[config.mk]
export PLATFORM = sky130hd
export DESIGN_NAME = evb_sequencer
export DESIGN_NICKNAME = d
export VERILOG_FILES = /design/src/rtl/evb_pkg.sv /design/src/rtl/evb_index_ctr.sv /design/src/rtl/evb_timeout.sv /design/src/rtl/evb_event_ctr.sv /design/src/rtl/evb_sequencer.sv
export SDC_FILE = /design/constraint.sdc
export NUM_CORES = 1
export LEC_CHECK = 0
export BUFFER_PORTS_ARGS = -buffer_cell sky130_fd_sc_hd__buf_4
export CAP_MARGIN = 15
export CORE_AREA = 2 2 91 93
export DETAILED_ROUTE_END_ITERATION = 10
export DIE_AREA = 0 0 93 95
export GPL_ROUTABILITY_DRIVEN = 0
export PLACE_DENSITY = 0.75
export SLEW_MARGIN = 10
export SYNTH_ARGS = -nofsm -noshare
export SYNTH_HDL_FRONTEND = slang
export SYNTH_SLANG_ARGS = --single-unit
[constraint.sdc]
create_clock -name clk -period 2.1 [get_ports clk]
set_input_delay 0.63 -clock clk [delete_from_list [all_inputs] [get_ports clk]]
set_output_delay 0.63 -clock clk [all_outputs]
set_load 0.05 [all_outputs]
[src/rtl/evb_pkg.sv]
package evb_pkg;

    typedef enum logic [2:0] {
        S_IDLE,
        S_HEAD,
        S_STROBE,
        S_PUSH,
        S_STAMP,
        S_TRAIL
    } evb_state_e;

    localparam logic [3:0]  HEAD_MARK = 4'hA;
    localparam logic [3:0]  TRL_MARK  = 4'hC;
    localparam logic [15:0] FILL_WORD = 16'hFFFF;

    function automatic logic [15:0] make_header(input logic [11:0] evno);
        return {HEAD_MARK, evno};
    endfunction

    function automatic logic [15:0] make_trailer(input logic err, input logic [7:0] nbad);
        return {TRL_MARK, err, 3'b000, nbad};
    endfunction

endpackage

[src/rtl/evb_index_ctr.sv]
module evb_index_ctr #(
    parameter int NUM_SLOTS      = 20,
    parameter int WORDS_PER_SLOT = 6,
    parameter int SLOT_AW        = 5
) (
    input  logic               clk,
    input  logic               rst_n,
    input  logic               clr,
    input  logic               step_word,
    input  logic               step_slot,
    output logic [SLOT_AW-1:0] slot_o,
    output logic               last_word_o,
    output logic               last_slot_o
);
    localparam int WW = (WORDS_PER_SLOT > 1) ? $clog2(WORDS_PER_SLOT) : 1;
    localparam logic [WW-1:0]      LAST_W = WW'(WORDS_PER_SLOT - 1);
    localparam logic [SLOT_AW-1:0] LAST_S = SLOT_AW'(NUM_SLOTS - 1);

    logic [WW-1:0]      word_q;
    logic [SLOT_AW-1:0] slot_q;

    always_ff @(posedge clk) begin
        if (!rst_n || clr) begin
            word_q <= '0;
            slot_q <= '0;
        end else if (step_slot) begin
            word_q <= '0;
            slot_q <= slot_q + 1'b1;
        end else if (step_word) begin
            word_q <= word_q + 1'b1;
        end
    end

    assign slot_o      = slot_q;
    assign last_word_o = (word_q == LAST_W);
    assign last_slot_o = (slot_q == LAST_S);
endmodule

[src/rtl/evb_timeout.sv]
module evb_timeout #(
    parameter int LIMIT = 16
) (
    input  logic clk,
    input  logic rst_n,
    input  logic run,
    output logic expired_o
);
    localparam int CW = $clog2(LIMIT + 1);
    localparam logic [CW-1:0] LAST = CW'(LIMIT - 1);

    logic [CW-1:0] cnt_q;

    always_ff @(posedge clk) begin
        if (!rst_n || !run) begin
            cnt_q <= '0;
        end else if (cnt_q != LAST) begin
            cnt_q <= cnt_q + 1'b1;
        end
    end

    assign expired_o = run && (cnt_q == LAST);
endmodule

[src/rtl/evb_event_ctr.sv]
module evb_event_ctr #(
    parameter int W = 12
) (
    input  logic         clk,
    input  logic         rst_n,
    input  logic         inc,
    output logic [W-1:0] count_o
);
    always_ff @(posedge clk) begin
        if (!rst_n) begin
            count_o <= '0;
        end else if (inc) begin
            count_o <= count_o + 1'b1;
        end
    end
endmodule

[src/rtl/evb_sequencer.sv]
module evb_sequencer
    import evb_pkg::*;
#(
    parameter int NUM_SLOTS      = 20,
    parameter int WORDS_PER_SLOT = 6,
    parameter int SLOT_AW        = 5,
    parameter int TIMEOUT_CYC    = 16
) (
    input  logic               clk,
    input  logic               rst_n,
    input  logic               accept_i,
    input  logic [15:0]        bcnt_i,
    output logic               busy_o,
    output logic [SLOT_AW-1:0] slot_addr_o,
    output logic               rd_n_o,
    input  logic               dv_n_i,
    input  logic [15:0]        bus_data_i,
    input  logic               fifo_full_i,
    output logic               fifo_we_o,
    output logic [15:0]        fifo_data_o
);
    localparam int EVW = 12;

    evb_state_e st, nst;

    logic [15:0]    word_q;
    logic [15:0]    bcnt_q;
    logic [7:0]     nbad_q;
    logic           card_bad_q;
    logic [EVW-1:0] evno;

    logic idx_clr, step_word, step_slot, last_word, last_slot;
    logic tmo, cap, tmo_hit, evt_inc, start;
    logic in_write;

    evb_index_ctr #(
        .NUM_SLOTS(NUM_SLOTS),
        .WORDS_PER_SLOT(WORDS_PER_SLOT),
        .SLOT_AW(SLOT_AW)
    ) u_idx (
        .clk(clk), .rst_n(rst_n), .clr(idx_clr),
        .step_word(step_word), .step_slot(step_slot),
        .slot_o(slot_addr_o), .last_word_o(last_word), .last_slot_o(last_slot)
    );

    evb_timeout #(.LIMIT(TIMEOUT_CYC)) u_tmo (
        .clk(clk), .rst_n(rst_n), .run(st == S_STROBE), .expired_o(tmo)
    );

    evb_event_ctr #(.W(EVW)) u_evt (
        .clk(clk), .rst_n(rst_n), .inc(evt_inc), .count_o(evno)
    );

    // state register
    always_ff @(posedge clk) begin
        if (!rst_n) st <= S_IDLE;
        else        st <= nst;
    end

    // next state and sequencing strobes
    always_comb begin
        nst       = st;
        idx_clr   = 1'b0;
        step_word = 1'b0;
        step_slot = 1'b0;
        cap       = 1'b0;
        tmo_hit   = 1'b0;
        evt_inc   = 1'b0;
        start     = 1'b0;
        unique case (st)
            S_IDLE: begin
                if (accept_i) begin
                    start   = 1'b1;
                    idx_clr = 1'b1;
                    nst     = S_HEAD;
                end
            end
            S_HEAD: begin
                if (!fifo_full_i) nst = S_STROBE;
            end
            S_STROBE: begin
                if (!dv_n_i) begin
                    cap = 1'b1;
                    nst = S_PUSH;
                end else if (tmo) begin
                    tmo_hit = 1'b1;
                    nst     = S_PUSH;
                end
            end
            S_PUSH: begin
                if (!fifo_full_i) begin
                    if (last_word) begin
                        if (last_slot) begin
                            nst = S_STAMP;
                        end else begin
                            step_slot = 1'b1;
                            nst       = S_STROBE;
                        end
                    end else begin
                        step_word = 1'b1;
                        nst       = card_bad_q ? S_PUSH : S_STROBE;
                    end
                end
            end
            S_STAMP: begin
                if (!fifo_full_i) nst = S_TRAIL;
            end
            S_TRAIL: begin
                if (!fifo_full_i) begin
                    evt_inc = 1'b1;
                    nst     = S_IDLE;
                end
            end
            default: nst = S_IDLE;
        endcase
    end

    // datapath registers
    always_ff @(posedge clk) begin
        if (!rst_n) begin
            word_q     <= '0;
            bcnt_q     <= '0;
            nbad_q     <= '0;
            card_bad_q <= 1'b0;
        end else begin
            if (start) begin
                bcnt_q     <= bcnt_i;
                nbad_q     <= '0;
                card_bad_q <= 1'b0;
            end
            if (cap) word_q <= bus_data_i;
            if (tmo_hit) begin
                word_q     <= FILL_WORD;
                card_bad_q <= 1'b1;
                nbad_q     <= nbad_q + 1'b1;
            end
            if (step_slot) card_bad_q <= 1'b0;
        end
    end

    // outputs
    always_comb begin
        busy_o      = (st != S_IDLE);
        rd_n_o      = 1'b1;
        in_write    = 1'b0;
        fifo_data_o = '0;
        unique case (st)
            S_IDLE:   ;
            S_HEAD:   begin in_write = 1'b1; fifo_data_o = make_header(evno); end
            S_STROBE: rd_n_o = 1'b0;
            S_PUSH:   begin in_write = 1'b1; fifo_data_o = word_q; end
            S_STAMP:  begin in_write = 1'b1; fifo_data_o = bcnt_q; end
            S_TRAIL:  begin in_write = 1'b1; fifo_data_o = make_trailer(nbad_q != 0, nbad_q); end
            default:  ;
        endcase
        fifo_we_o = in_write && !fifo_full_i;
    end
endmodule

Yosys cells after proc, flatten, opt, wreduce, memory -nomap -nowiden
Cells that the tools add are included.
{"block": "word_totals", "elab_cells": 82, "inputBits": 37, "regBits": 69}
{"block": "op_classes", "muxes": 36, "bitwise_logic": 1, "n_eq_ne": 15, "addsub": 5, "n_reduce_logical": 16}
{"operator": "16-bit case mux with 4 select lines", "count": 1}
{"operator": "16-bit two-way mux", "count": 2}
{"operator": "3-bit two-way mux", "count": 9}
{"operator": "1-bit two-way mux", "count": 21}
{"operator": "3-bit case mux with 6 select lines", "count": 1}
{"operator": "8-bit two-way mux", "count": 2}
{"operator": "12-bit by 1-bit adder with 12-bit output (second input constant)", "count": 1}
{"operator": "5-bit by 1-bit adder with 5-bit output (second input constant)", "count": 2}
{"operator": "2-bit inequality test (second input constant)", "count": 5}
{"operator": "3-bit equality test (second input constant)", "count": 3}
{"operator": "8-bit by 1-bit adder with 8-bit output (second input constant)", "count": 1}
{"operator": "8-bit nonzero test", "count": 1}
{"operator": "3-bit by 2-bit equality test with 1-bit output (second input constant)", "count": 2}
{"operator": "6-bit AND reduction", "count": 1}
{"operator": "5-bit by 4-bit equality test with 1-bit output (second input constant)", "count": 1}
{"operator": "5-bit equality test (second input constant)", "count": 1}
{"operator": "5-bit by 4-bit inequality test with 1-bit output (second input constant)", "count": 1}
{"operator": "2-bit nonzero test", "count": 2}
{"operator": "2-bit OR reduction", "count": 2}
{"operator": "4-bit OR reduction", "count": 1}
{"operator": "3-bit by 1-bit adder with 3-bit output (second input constant)", "count": 1}
{"operator": "3-bit by 1-bit equality test with 1-bit output (second input constant)", "count": 1}
{"operator": "1-bit logical NOT", "count": 3}
{"operator": "3-bit logical NOT", "count": 1}
{"operator": "other kinds (5)", "count": 7}

Depth between registers and ports, before layout
Gate-level depths: netlist (run 1).
{"block": "logic_depth", "depth_word": 6, "mapped_depth": 7, "ltp_nobuf": 6}

Modules after synthesis
Synthesis (run 1) repeated with hierarchy kept, for this count alone.
{"block": "unflattened", "hier_cells": 399, "hier_area_um2": 3512.1}
{"mod": "evb_sequencer", "seq_area_each_um2": 880.8, "cells_per_inst": 278, "area_per_inst_um2": 2331.0, "instances": 1}
{"mod": "evb_event_ctr", "seq_area_each_um2": 240.2, "cells_per_inst": 58, "area_per_inst_um2": 528.0, "instances": 1}
{"mod": "evb_index_ctr", "seq_area_each_um2": 160.2, "cells_per_inst": 38, "area_per_inst_um2": 400.4, "instances": 1}
{"mod": "evb_timeout", "seq_area_each_um2": 100.1, "cells_per_inst": 25, "area_per_inst_um2": 252.7, "instances": 1}

Least setup slack after synthesis (run 1)
No wires, ideal clock.
{"block": "synth_path", "path_type": "reg2out", "start": "register st[1]", "end": "output port fifo_we_o", "n_path_buf": 3, "t_arrival_ns": 2.084, "path_stages_with_launch": 5, "setup_slack_ns": -0.614, "t_required_ns": 1.470, "cell_sequence": "dfxtp_1 buf_2 buf_2 buf_2 a211oi_1"}
{"block": "synth_between", "elab_chain_cells": 4, "word_cells_on_any_way": 7, "cone_classes": "eq/ne (4); mux (1); reduce/logical (2)"}
{"item": "start, declared", "line_no": "evb_sequencer.sv:24", "text": "evb_state_e st, nst;"}
{"item": "start signal, assigned", "line_no": "evb_sequencer.sv:57", "text": "else st <= nst;"}
{"item": "3-bit equality test (tied with other cells)", "line_no": "evb_sequencer.sv:147", "text": "unique case (st)"}
{"item": "4-bit OR reduction (no source line) (*)"}
{"item": "1-bit two-way mux (*)", "line_no": "evb_sequencer.sv:147"}
{"item": "1-bit logical AND (*)", "line_no": "evb_sequencer.sv:156", "text": "fifo_we_o = in_write && !fifo_full_i;"}
{"item": "end, declared", "line_no": "evb_sequencer.sv:19", "text": "output logic fifo_we_o,"}
Mark *: on every way between the ends. The rest lies on a longest branch, timed or not.

Final worst setup path (run 1)
{"block": "layout_path", "start": "register st[0]", "end": "output port fifo_data_o[8]"}
{"block": "layout_between", "elab_chain_cells": 2, "word_cells_on_any_way": 5, "cone_classes": "eq/ne (4); mux (1)"}
{"item": "3-bit equality test (tied with other cells)", "line_no": "evb_sequencer.sv:147"}
{"item": "16-bit case mux with 4 select lines (*)", "line_no": "evb_sequencer.sv:147"}
{"item": "end, declared", "line_no": "evb_sequencer.sv:20", "text": "output logic [15:0] fifo_data_o"}
Marked as above.

==> results of run 1 <==
==> state kept, by name (all words and copies together), names as in the netlist <==
register,cells
u_tmo.cnt_q,5
bcnt_q,16
card_bad_q,1
st,3
word_q,16
nbad_q,8
u_idx.slot_o,5
u_idx.word_q,3
u_evt.count_o,12
==> cell usage in the layout, fill, tap and decap left out, types with 11 or more instances in the layout <==
cell      n
a21oi_1  30
mux2i_4  11
dfxtp_1  64
buf_6    19
o221a_2  16
mux2i_1  17
nand2_1  51
nand3_1  15
inv_1    12
buf_4    65
==> power breakdown <==
group	total, W	switching (W)	internal [W]
Combinational	0.000489	0.000258	0.000231
Clock	0.00126	0.000545	0.000712
Sequential	0.00138	0.0000373	0.00134
Total	0.00313	0.000840	0.00229
==> worst max-delay path, cell delays in order, from the launching register on <==
cell and delay, ps:
dfxtp_4 370, clkbuf_16 170, nor3b_4 300, nand2_1 140, o21ai_2 90, buf_6 170
==> logic make-up (layout without fill, tap and decap cells) <==
group	after synthesis	in the layout	share of synthesized area
xor gates and xnor gates	4	4	0.01014
adders and majority gates	8	8	0.02897
and+or+nand+nor	141	141	0.2277
DFF	69	69	0.3997
muxes	32	32	0.09269
AOI/OAI and AO/OA	92	92	0.1865
buffers and inverters	44	124	0.05431
==> metrics by stage <==
step	setup TNS, ps	utilization	power [W]	worst slack (ps)	hold WS (ps)
finish	-893.0	0.6237	0.003126	-119.0	481.6
global route	-1337	0.6237	0.003238	-176.2	502.9
CTS	-677.6	0.5904	0.003081	-127.5	476.3
detailed placement	0	0.5360	0.001799	125.6	452.5
global placement	0	0.5360	0.001794	150.5	443.5
floorplan	-218.0	-	0.001640	-119.8	435.7
==> what timing repair did <==
item                                    4_1_cts  5_1_grt
gates resized for setup                      46       33
buffers inserted                              3        9
endpoints found under the setup margin       19       19
cloned                                        0        1
pin swaps                                     1        4
==> layout make-up <==
cell class              instances  area share
clock inverters                 6     0.01898
flip-flops and latches         69      0.2831
inverters                      16     0.01265
clock buffers                  10     0.02783
repair buffers                 92      0.1733
well taps                     105     0.02657
multi-input cells             277      0.4575
==> layer usage <==
metal / part of all wire / global-route usage / up-vias
met1: 0.41 / 0.2921 / 1646
met4: 0.018 / 0.08211 / 0
met3: 0.069 / 0.03591 / 16
li1: - / - / 1586
met2: 0.50 / 0.3611 / 140
met5: 0 / 0 / -
==> worst min path at each step <==
stage | startpoint | to | slack (ps)
final | bcnt_q[15] | bcnt_q[15] | 480
after global routing | bcnt_q[4] | bcnt_q[4] | 500
after CTS | bcnt_q[8] | bcnt_q[8] | 480
after detailed placement | bcnt_q[6] | bcnt_q[6] | 450
after global placement | bcnt_q[7] | bcnt_q[7] | 440
after floorplan | bcnt_q[0] | bcnt_q[0] | 440
==> out/qor.csv, run 1 <==
stage,metric,value,unit
global_routing,grt_max_degree,31,
clock_tree,tritoncts,done,
global_routing,grt_pass1_vias,3095,
sta,setup_slack,-119.0,ps
setup_path,startpoint,st[0],
placed_design,numPortBuffers,60,
hold_path,worstHoldPathCells,2,
power,leakagePower,1.749,nW
global_routing,grt_pass1_wl,15.19,mm
setup_path,r2r_cells,6,
clock_tree,max-clock-path-buffers,2,
synth,synth_cell_types,50,
layout,layout.nets,510,
clock_tree,insertion_delay,350,ps
setup_path,worstPathMaxFanout,7,
synth,synth_edf_count,0,
status,failed_checks,negative setup slack,
layout,syn_to_final_growth,43.08,%
sta,worst_pin_slew,541.7,ps
power,p_per_area,632.1,nW/um^2
synth,yosysTopAreaCellShare,0.3997,
setup_path,cp-end-kind,output pin,
global_routing,overflow,0,
routing,first_pass_iters,5,
clock_tree,cts-root-buf,clkbuf_8,
floorplanning,die_h,95,um
synth,synthCells,390,
routing,via_per_inst,5.892,
sta,finalHoldViolCount,0,
layout,final.fill_count,625,
floorplanning,pin_count,61,
synth,yosys_warnings,0,
placed_design,placed_cells_incl_taps,547,
sta,rsz0062_at_grt,true,
setup_path,timing.reg2reg.setup_slack,180,ps
synth,ys_async_sr_fraction,0,
sta,max_freq,450.6,MHz
routing,drtIter0Drc,239,
status,status,finished with violations,
setup_path,r2r-start,u_tmo.cnt_q[0],
setup_path,start_kind,flip-flop,
clock_tree,cts_buffers,9,
synth,synth.avg_cell_area,8.861,um^2
global_routing,track_usage,0.2199,
sta,slew_viol_final,0,
placed_design,place_area,4249,um^2
clock_tree,cts.hold.buffers_added,0,
routing,routed_wl,10.11,mm
synth,synth.most_common_cell,dfxtp_1,
synth,yosysSeqAreaShare,0.3997,
placed_design,dp_hpwl,6.404,mm
routing,postRouteAntennaNets,0,
sta,slew_headroom,0.6369,
hold_path,hold_path.class,reg2reg,
routing,route.detailed.wl_per_inst,17.57,um
synth,synthesis.area,3456,um^2
routing,drc,0,
floorplanning,die_w,93,um
power,peakVddDrop,377.3,uV
layout,drive_gt1_frac,0.3787,
layout,final_cell_count_no_fill,575,
clock_tree,path_clk_slew,90,ps
global_routing,antenna_found_initial,0,
clock_tree,cts.sinks,69,
floorplanning,core-area,7928,um^2
floorplanning,initial_core_util,0.4359,
synth,synth-seq-cells,69,
routing,vias,3388,
layout,seqCellArea,1400,um^2
setup_path,critPathArrivalTime,1590,ps
setup_path,rr_endpoint,nbad_q[3],
layout,multi_input_area,2262,um^2
sta,setup_viol,13,
floorplanning,rows,33,
layout,stdcell_area,4945,um^2
sta,period_needed,2219,ps
synth,yosys-top-cells-area,"dfxtp_1 40%, mux2i_1 9.3%, nand2_1 5.6%, o221a_2 5.2%, a21oi_1 4.3%",
floorplanning,die_area,8835,um^2
flow_run,cap_violations,0,
setup_path,endpoint,fifo_data_o[8],
synth,synthTopCellsByCount,"69 x dfxtp_1, 52 x nand2_1, 32 x mux2i_1",
setup_path,critPathKind,reg2out,
synth,yosys.area.top_type,dfxtp_1,
synth,synth_nets,435,
sta,fin_crit_sh,1.057,
synth,synth_flop_cell,dfxtp_1,
layout,insertedDiodeCount,0,
clock_tree,cts_max_level,3,
setup_path,worstPathRequired,1470,ps
sta,finClkSkew,13.69,ps
(Power assumes the default switching activity.)
==> run 2, diff against run 1 <==
==> constraint.sdc (replaced) <==
create_clock -name clk -period 2.1 [get_ports clk]
set_input_delay 0.42 -clock clk [delete_from_list [all_inputs] [get_ports clk]]
set_output_delay 0.42 -clock clk [all_outputs]
set_load 0.05 [all_outputs]
==> out/qor.csv, run 2 (synthesis results as in run 1) <==
stage,metric,value,unit,change
layout,final_util,0.5551,,was 0.6237
sta,finalHoldViolCount,0,,unchanged
routing,routed_wl,8.884,mm,was 10.11 mm
global_routing,antenna_found_initial,0,,unchanged
placed_design,placed_cells_incl_taps,547,,unchanged
setup_path,cp_slowest_stage_delay,370,ps,about the same
floorplanning,core-area,7928,um^2,unchanged
hold_path,min_from,bcnt_i[2],,was bcnt_q[15]
sta,finClkSkew,9.875,ps,was 13.69 ps
floorplanning,die_h,95,um,unchanged
setup_path,critPathArrivalTime,1620,ps,was 1590 ps
hold_path,worstHoldPathCells,3,,was 2
power,power.total,0.002894,W,was 0.003126 W
setup_path,worstPathMaxFanout,5,,was 7
setup_path,critPathKind,reg2out,,unchanged
global_routing,grt_pass1_vias,3023,,"was 3,095"
clock_tree,insertion_delay,340,ps,was 350 ps
sta,max_freq,489.8,MHz,was 450.6 MHz
routing,postRouteAntennaNets,0,,unchanged
power,pwr-share-clk,0.395,,was 0.402
global_routing,overflow,0,,unchanged
setup_path,start_kind,flip-flop,,unchanged
placed_design,numPortBuffers,60,,unchanged
layout,syn_to_final_growth,27.34,%,was 43.08%
floorplanning,die_area,8835,um^2,unchanged
placed_design,dp_hpwl,6.448,mm,was 6.404 mm
setup_path,timing.reg2reg.setup_slack,260,ps,was 180 ps
global_routing,grt_max_degree,23,,was 31
power,seqPwrFrac,0.475,,was 0.442
power,p_per_area,657.7,nW/um^2,was 632.1 nW/um^2
clock_tree,cts_buffers,9,,unchanged
setup_path,crit_chain,inv_1 > ha_1 > nor4b_1 > a211o_1 > o21ai_2 > buf_6,,was clkbuf_16 > nor3b_4 > nand2_1 > o21ai_2 > buf_6
sta,slew_headroom,0.5436,,was 0.6369
flow_run,cap_violations,0,,unchanged
status,status,finished clean,,was finished with violations
layout,layout.nets,505,,was 510
sta,setup_viol,0,,was 13
global_routing,track_usage,0.2079,,was 0.2199
floorplanning,rows,33,,unchanged
clock_tree,path_clk_slew,70,ps,was 90 ps
setup_path,worstPathRequired,1680,ps,was 1470 ps
clock_tree,max-clock-path-buffers,2,,unchanged
setup_path,slowest_stage,dfxtp_4,,unchanged
setup_path,r2r_cells,6,,unchanged
clock_tree,cts.sinks,69,,unchanged
setup_path,rr_endpoint,nbad_q[3],,unchanged
floorplanning,die_w,93,um,unchanged
power,p_int,0.002157,W,was 0.002286 W
power,power_frac_comb,0.130,,was 0.156
sta,fin_crit_sh,0.9723,,was 1.057
layout,layout_common_cells,"84 x buf_4, 64 x dfxtp_1, 52 x nand2_1, 32 x mux2i_1, 30 x a21oi_1",,"was 65 x buf_4, 64 x dfxtp_1, 51 x nand2_1, 30 x a21oi_1, 19 x buf_6"
setup_path,cp-end-kind,output pin,,unchanged
layout,reg_top3,"bcnt_q x16, word_q x16, u_evt.count_o x12",,unchanged
power,p_sw,0.0007377,W,was 0.0008399 W
clock_tree,cts.hold.buffers_added,0,,unchanged
routing,vias,3216,,"was 3,388"
setup_path,r2r-start,u_tmo.cnt_q[0],,unchanged
power,peakVddDrop,425.2,uV,was 377.3 uV
layout,final_cell_count_no_fill,570,,was 575
routing,drtIter0Drc,174,,was 239
layout,drive_gt1_frac,0.2903,,was 0.3787
floorplanning,initial_core_util,0.4359,,unchanged
sta,period_needed,2042,ps,was 2219 ps
power,swShare,0.2549,,was 0.2687
hold_path,hold_path.class,in2reg,,was reg2reg
sta,slew_viol_final,0,,unchanged
layout,insertedDiodeCount,0,,unchanged
power,leakagePower,1.629,nW,was 1.749 nW
hold_path,hold_end,bcnt_q[2],,was bcnt_q[15]
sta,worst_pin_slew,684.6,ps,was 541.7 ps
layout,layout_commonest_cell,buf_4,,unchanged
clock_tree,cts_max_level,3,,unchanged
routing,first_pass_iters,4,,was 5
routing,route.detailed.wl_per_inst,15.59,um,was 17.57 um
clock_tree,cts-root-buf,clkbuf_8,,unchanged
routing,via_per_inst,5.642,,was 5.892
clock_tree,tritoncts,done,,unchanged
global_routing,grt_pass1_wl,14.59,mm,was 15.19 mm
routing,drc,0,,unchanged
sta,holdWs,320.7,ps,was 481.6 ps
floorplanning,pin_count,61,,unchanged
run 2: worst max path at each step:
| stage | cells past startpoint | endpoint | startpoint |
|---|---|---|---|
| 6_report | 6 | fifo_data_o[11] | nbad_q[0] |
| 3_5_place_dp | 6 | word_q[7] | u_tmo.cnt_q[0] |
| 3_3_place_gp | 6 | word_q[12] | u_tmo.cnt_q[0] |
| 2_1_floorplan | 4 | fifo_data_o[8] | st[2] |
| 4_1_cts | 6 | word_q[7] | u_tmo.cnt_q[0] |
| 5_1_grt | 6 | fifo_data_o[11] | nbad_q[0] |
run 2: timing repair:
action	CTS	global route
resized for setup	11	7
endpoints found under the setup margin	15	25
buffers inserted	0	7
run 2: critical path, delay by kind of cell (launching register included):
kind	cells	cell delay (ps)
flip-flops	1	370
adder cells (fa/ha/maj)	1	200
AO/OA/AOI/OAI	2	340
AND/OR/NAND/NOR	1	150
buffers and inverters	2	230
run 2: metrics by stage:
| step | worst slack, ps | TNS, ps | cell area [um^2] |
|---|---|---|---|
| floorplan | -338.5 | -2533 | 3461 |
| global placement | 89.43 | 0 | 4078 |
| detailed placement | 19.43 | 0 | 4078 |
| CTS | 15.02 | 0 | 4310 |
| global route | -6.045 | -6.045 | 4400 |
| finish | 58.25 | 0 | 4400 |
run 2: final cells by class:
| class | count | area [um^2] |
|---|---|---|
| clock buffers | 13 | 168.9 |
| clock inverters | 3 | 42.54 |
| fillers | 736 | 3527 |
| inverters | 16 | 60.06 |
| multi-input cells | 277 | 1918 |
| flip-flops and latches | 69 | 1398 |
| well taps | 105 | 131.4 |
| repair buffers | 87 | 681.9 |
run 2: routing by layer:
metal	wire (um)	track usage	part of all wire
met3	438	0.04230	0.049
met1	3875	0.2597	0.44
met2	4425	0.3533	0.50
met4	144	0.08088	0.016
met5	0	0	0
run 2: power by group through the flow:
stage               registers (W)  clock network [W]  logic, W
finish                    0.00137            0.00114  0.000377
global route              0.00138            0.00121  0.000408
CTS                       0.00138            0.00116  0.000354
detailed placement        0.00141                  0  0.000352
global placement          0.00141                  0  0.000345
floorplan                 0.00140                  0  0.000223
==> run 3, diff against run 2 <==
--- a/config.mk
+++ b/config.mk
@@ -7,9 +7,9 @@
 export LEC_CHECK = 0
 export BUFFER_PORTS_ARGS = -buffer_cell sky130_fd_sc_hd__buf_4
 export CAP_MARGIN = 15
-export CORE_AREA = 2 2 91 93
+export CORE_AREA = 5 5 94 96
 export DETAILED_ROUTE_END_ITERATION = 10
-export DIE_AREA = 0 0 93 95
+export DIE_AREA = 0 0 99 101
 export GPL_ROUTABILITY_DRIVEN = 0
 export PLACE_DENSITY = 0.75
 export SLEW_MARGIN = 10
==> out/qor.csv, run 3 (synthesis results as in run 1) <==
stage,metric,value,unit,change
routing,route.detailed.wl_per_inst,15.65,um,was 15.59 um
global_routing,antenna_found_initial,0,,unchanged
clock_tree,tritoncts,done,,unchanged
power,p_per_area,631.9,nW/um^2,was 657.7 nW/um^2
setup_path,cp_slowest_stage_delay,340,ps,was 370 ps
clock_tree,cts-root-buf,clkbuf_8,,unchanged
floorplanning,rows,33,,unchanged
routing,first_pass_iters,4,,unchanged
setup_path,crit_family,compound AO/OA/AOI/OAI gates,,was flip-flops
status,status,finished clean,,unchanged
layout,insertedDiodeCount,0,,unchanged
sta,max_freq,486.0,MHz,was 489.8 MHz
sta,finClkSkew,9.717,ps,was 9.875 ps
routing,via_per_inst,5.596,,was 5.642
power,peakVddDrop,492.5,uV,was 425.2 uV
floorplanning,die_area,9999,um^2,was 8835 um^2
global_routing,overflow,0,,unchanged
routing,drc,0,,unchanged
flow_run,cap_violations,0,,unchanged
layout,syn_to_final_growth,24.33,%,was 27.34%
global_routing,track_usage,0.1818,,was 0.2079
setup_path,worstPathRequired,1680,ps,about the same
clock_tree,cts_max_level,3,,unchanged
layout,seqCellArea,1395,um^2,was 1398 um^2
hold_path,hold_path.class,in2reg,,unchanged
setup_path,start_kind,flip-flop,,unchanged
layout,layout.nets,500,,was 505
floorplanning,die_w,99,um,was 93 um
sta,rsz0062_at_grt,true,,
sta,worst_pin_slew,692.2,ps,was 684.6 ps
floorplanning,pin_count,61,,unchanged
floorplanning,core-area,7969,um^2,was 7928 um^2
sta,fin_crit_sh,0.9798,,was 0.9723
clock_tree,cts.sinks,69,,unchanged
sta,slew_viol_final,0,,unchanged
placed_design,dp_hpwl,6.501,mm,was 6.448 mm
routing,routed_wl,8.843,mm,was 8.884 mm
setup_path,critPathArrivalTime,1640,ps,was 1620 ps
layout,layout_commonest_cell,buf_4,,unchanged
setup_path,slowest_stage,dfxtp_2,,was dfxtp_4
clock_tree,cts_buffers,9,,unchanged
clock_tree,path_clk_slew,80,ps,was 70 ps
layout,final.fill_count,755,,was 736
layout,drive_gt1_frac,0.2935,,was 0.2903
placed_design,place_ws,93.46,ps,was 19.43 ps
power,power.total,0.002715,W,was 0.002894 W
layout,reg_top3,"bcnt_q x16, word_q x16, u_evt.count_o x12",,unchanged
global_routing,grt_pass1_vias,3140,,"was 3,023"
clock_tree,cts.hold.buffers_added,0,,unchanged
clock_tree,insertion_delay,350,ps,was 340 ps
sta,slew_headroom,0.5323,,was 0.5436
setup_path,crit_chain,inv_2 > ha_2 > nor4b_2 > a211o_1 > o21ai_2 > buf_6,,was inv_1 > ha_1 > nor4b_1 > a211o_1 > o21ai_2 > buf_6
clock_tree,max-clock-path-buffers,2,,unchanged
sta,setup_viol,0,,unchanged
floorplanning,die_h,101,um,was 95 um
placed_design,numPortBuffers,60,,unchanged
sta,period_needed,2058,ps,was 2042 ps
sta,setup_slack,42.50,ps,was 58.25 ps
routing,postRouteAntennaNets,0,,unchanged
setup_path,worstPathMaxFanout,2,,was 5
routing,drtIter0Drc,208,,was 174
sta,finalHoldViolCount,0,,unchanged
setup_path,cp-end-kind,output pin,,unchanged
global_routing,grt_pass1_wl,14.56,mm,was 14.59 mm
routing,vias,3162,,"was 3,216"
global_routing,grt_max_degree,38,,was 23
floorplanning,initial_core_util,0.4337,,was 0.4359
setup_path,critPathKind,reg2out,,unchanged
setup_path,path_buf_inv,2,,unchanged
layout,layout_common_cells,"81 x buf_4, 64 x dfxtp_1, 52 x nand2_1, 32 x mux2i_1, 30 x a21oi_1",,"was 84 x buf_4, 64 x dfxtp_1, 52 x nand2_1, 32 x mux2i_1, 30 x a21oi_1"
power,leakagePower,1.578,nW,was 1.629 nW
layout,multi_input_area,1914,um^2,was 1918 um^2
## run 3: final timing paths
check | start | to | slack [ps] | cells past startpoint
setup / recovery | nbad_q[1] | fifo_data_o[11] | 40 | 6
hold / removal | bcnt_i[11] | bcnt_q[11] | 310 | 3
setup reg to reg | u_tmo.cnt_q[0] | nbad_q[2] | 190 | 6
hold reg to reg | bcnt_q[3] | bcnt_q[3] | 460 | 2
## run 3: worst min-delay path, delay by kind of cell
family                 cells  cell delay (ps)
AOI/OAI and AO/OA          1               50
buffers and inverters      1              110
and+or+nand+nor            1               50
## run 3: area by class of cell
class / count / area share
Inverter: 16 / 0.01398
Tap cell: 105 / 0.03058
Clock buffer: 10 / 0.03203
Clock inverter: 6 / 0.009027
Timing Repair Buffer: 82 / 0.1441
Sequential cell: 69 / 0.3247
Multi-Input combinational cell: 277 / 0.4455
## run 3: stage by stage
| step | area, um^2 | util | hold slack [ps] | setup TNS, ps | std cells |
|---|---|---|---|---|---|
| after floorplan | 3461 | - | 435.7 | -2533 | 390 |
| after global placement | 4058 | 0.5092 | 443.5 | 0 | 546 |
| after CTS | 4275 | 0.5365 | 298.7 | 0 | 565 |
| after detailed placement | 4058 | 0.5092 | 449.8 | 0 | 546 |
| after global routing | 4297 | 0.5392 | 310.7 | -6.987 | 565 |
| final | 4297 | 0.5392 | 312.3 | 0 | 565 |
## run 3: what timing repair did
item,CTS,global route
buffers inserted,3,0
endpoints found under the setup margin,17,19
pin swaps,0,2
cloned,0,0
resized for setup,9,11
## run 3: metal layers
| metal | GRT usage | vias to the layer above | part of all wire |
|---|---|---|---|
| met2 | 0.3140 | 72 | 0.50 |
| met1 | 0.2232 | 1509 | 0.44 |
| met4 | 0.06513 | 0 | 0.015 |
| li1 | - | 1568 | - |
| met3 | 0.03875 | 13 | 0.047 |
| met5 | 0 | - | 0 |
## run 3: report_power, final
group	leakage [nW]	internal (W)	switching, W
Clock	0.0880	0.000456	0.000525
Combinational	0.927	0.000156	0.000202
Sequential	0.562	0.00135	0.0000302
Total	1.58	0.00196	0.000758
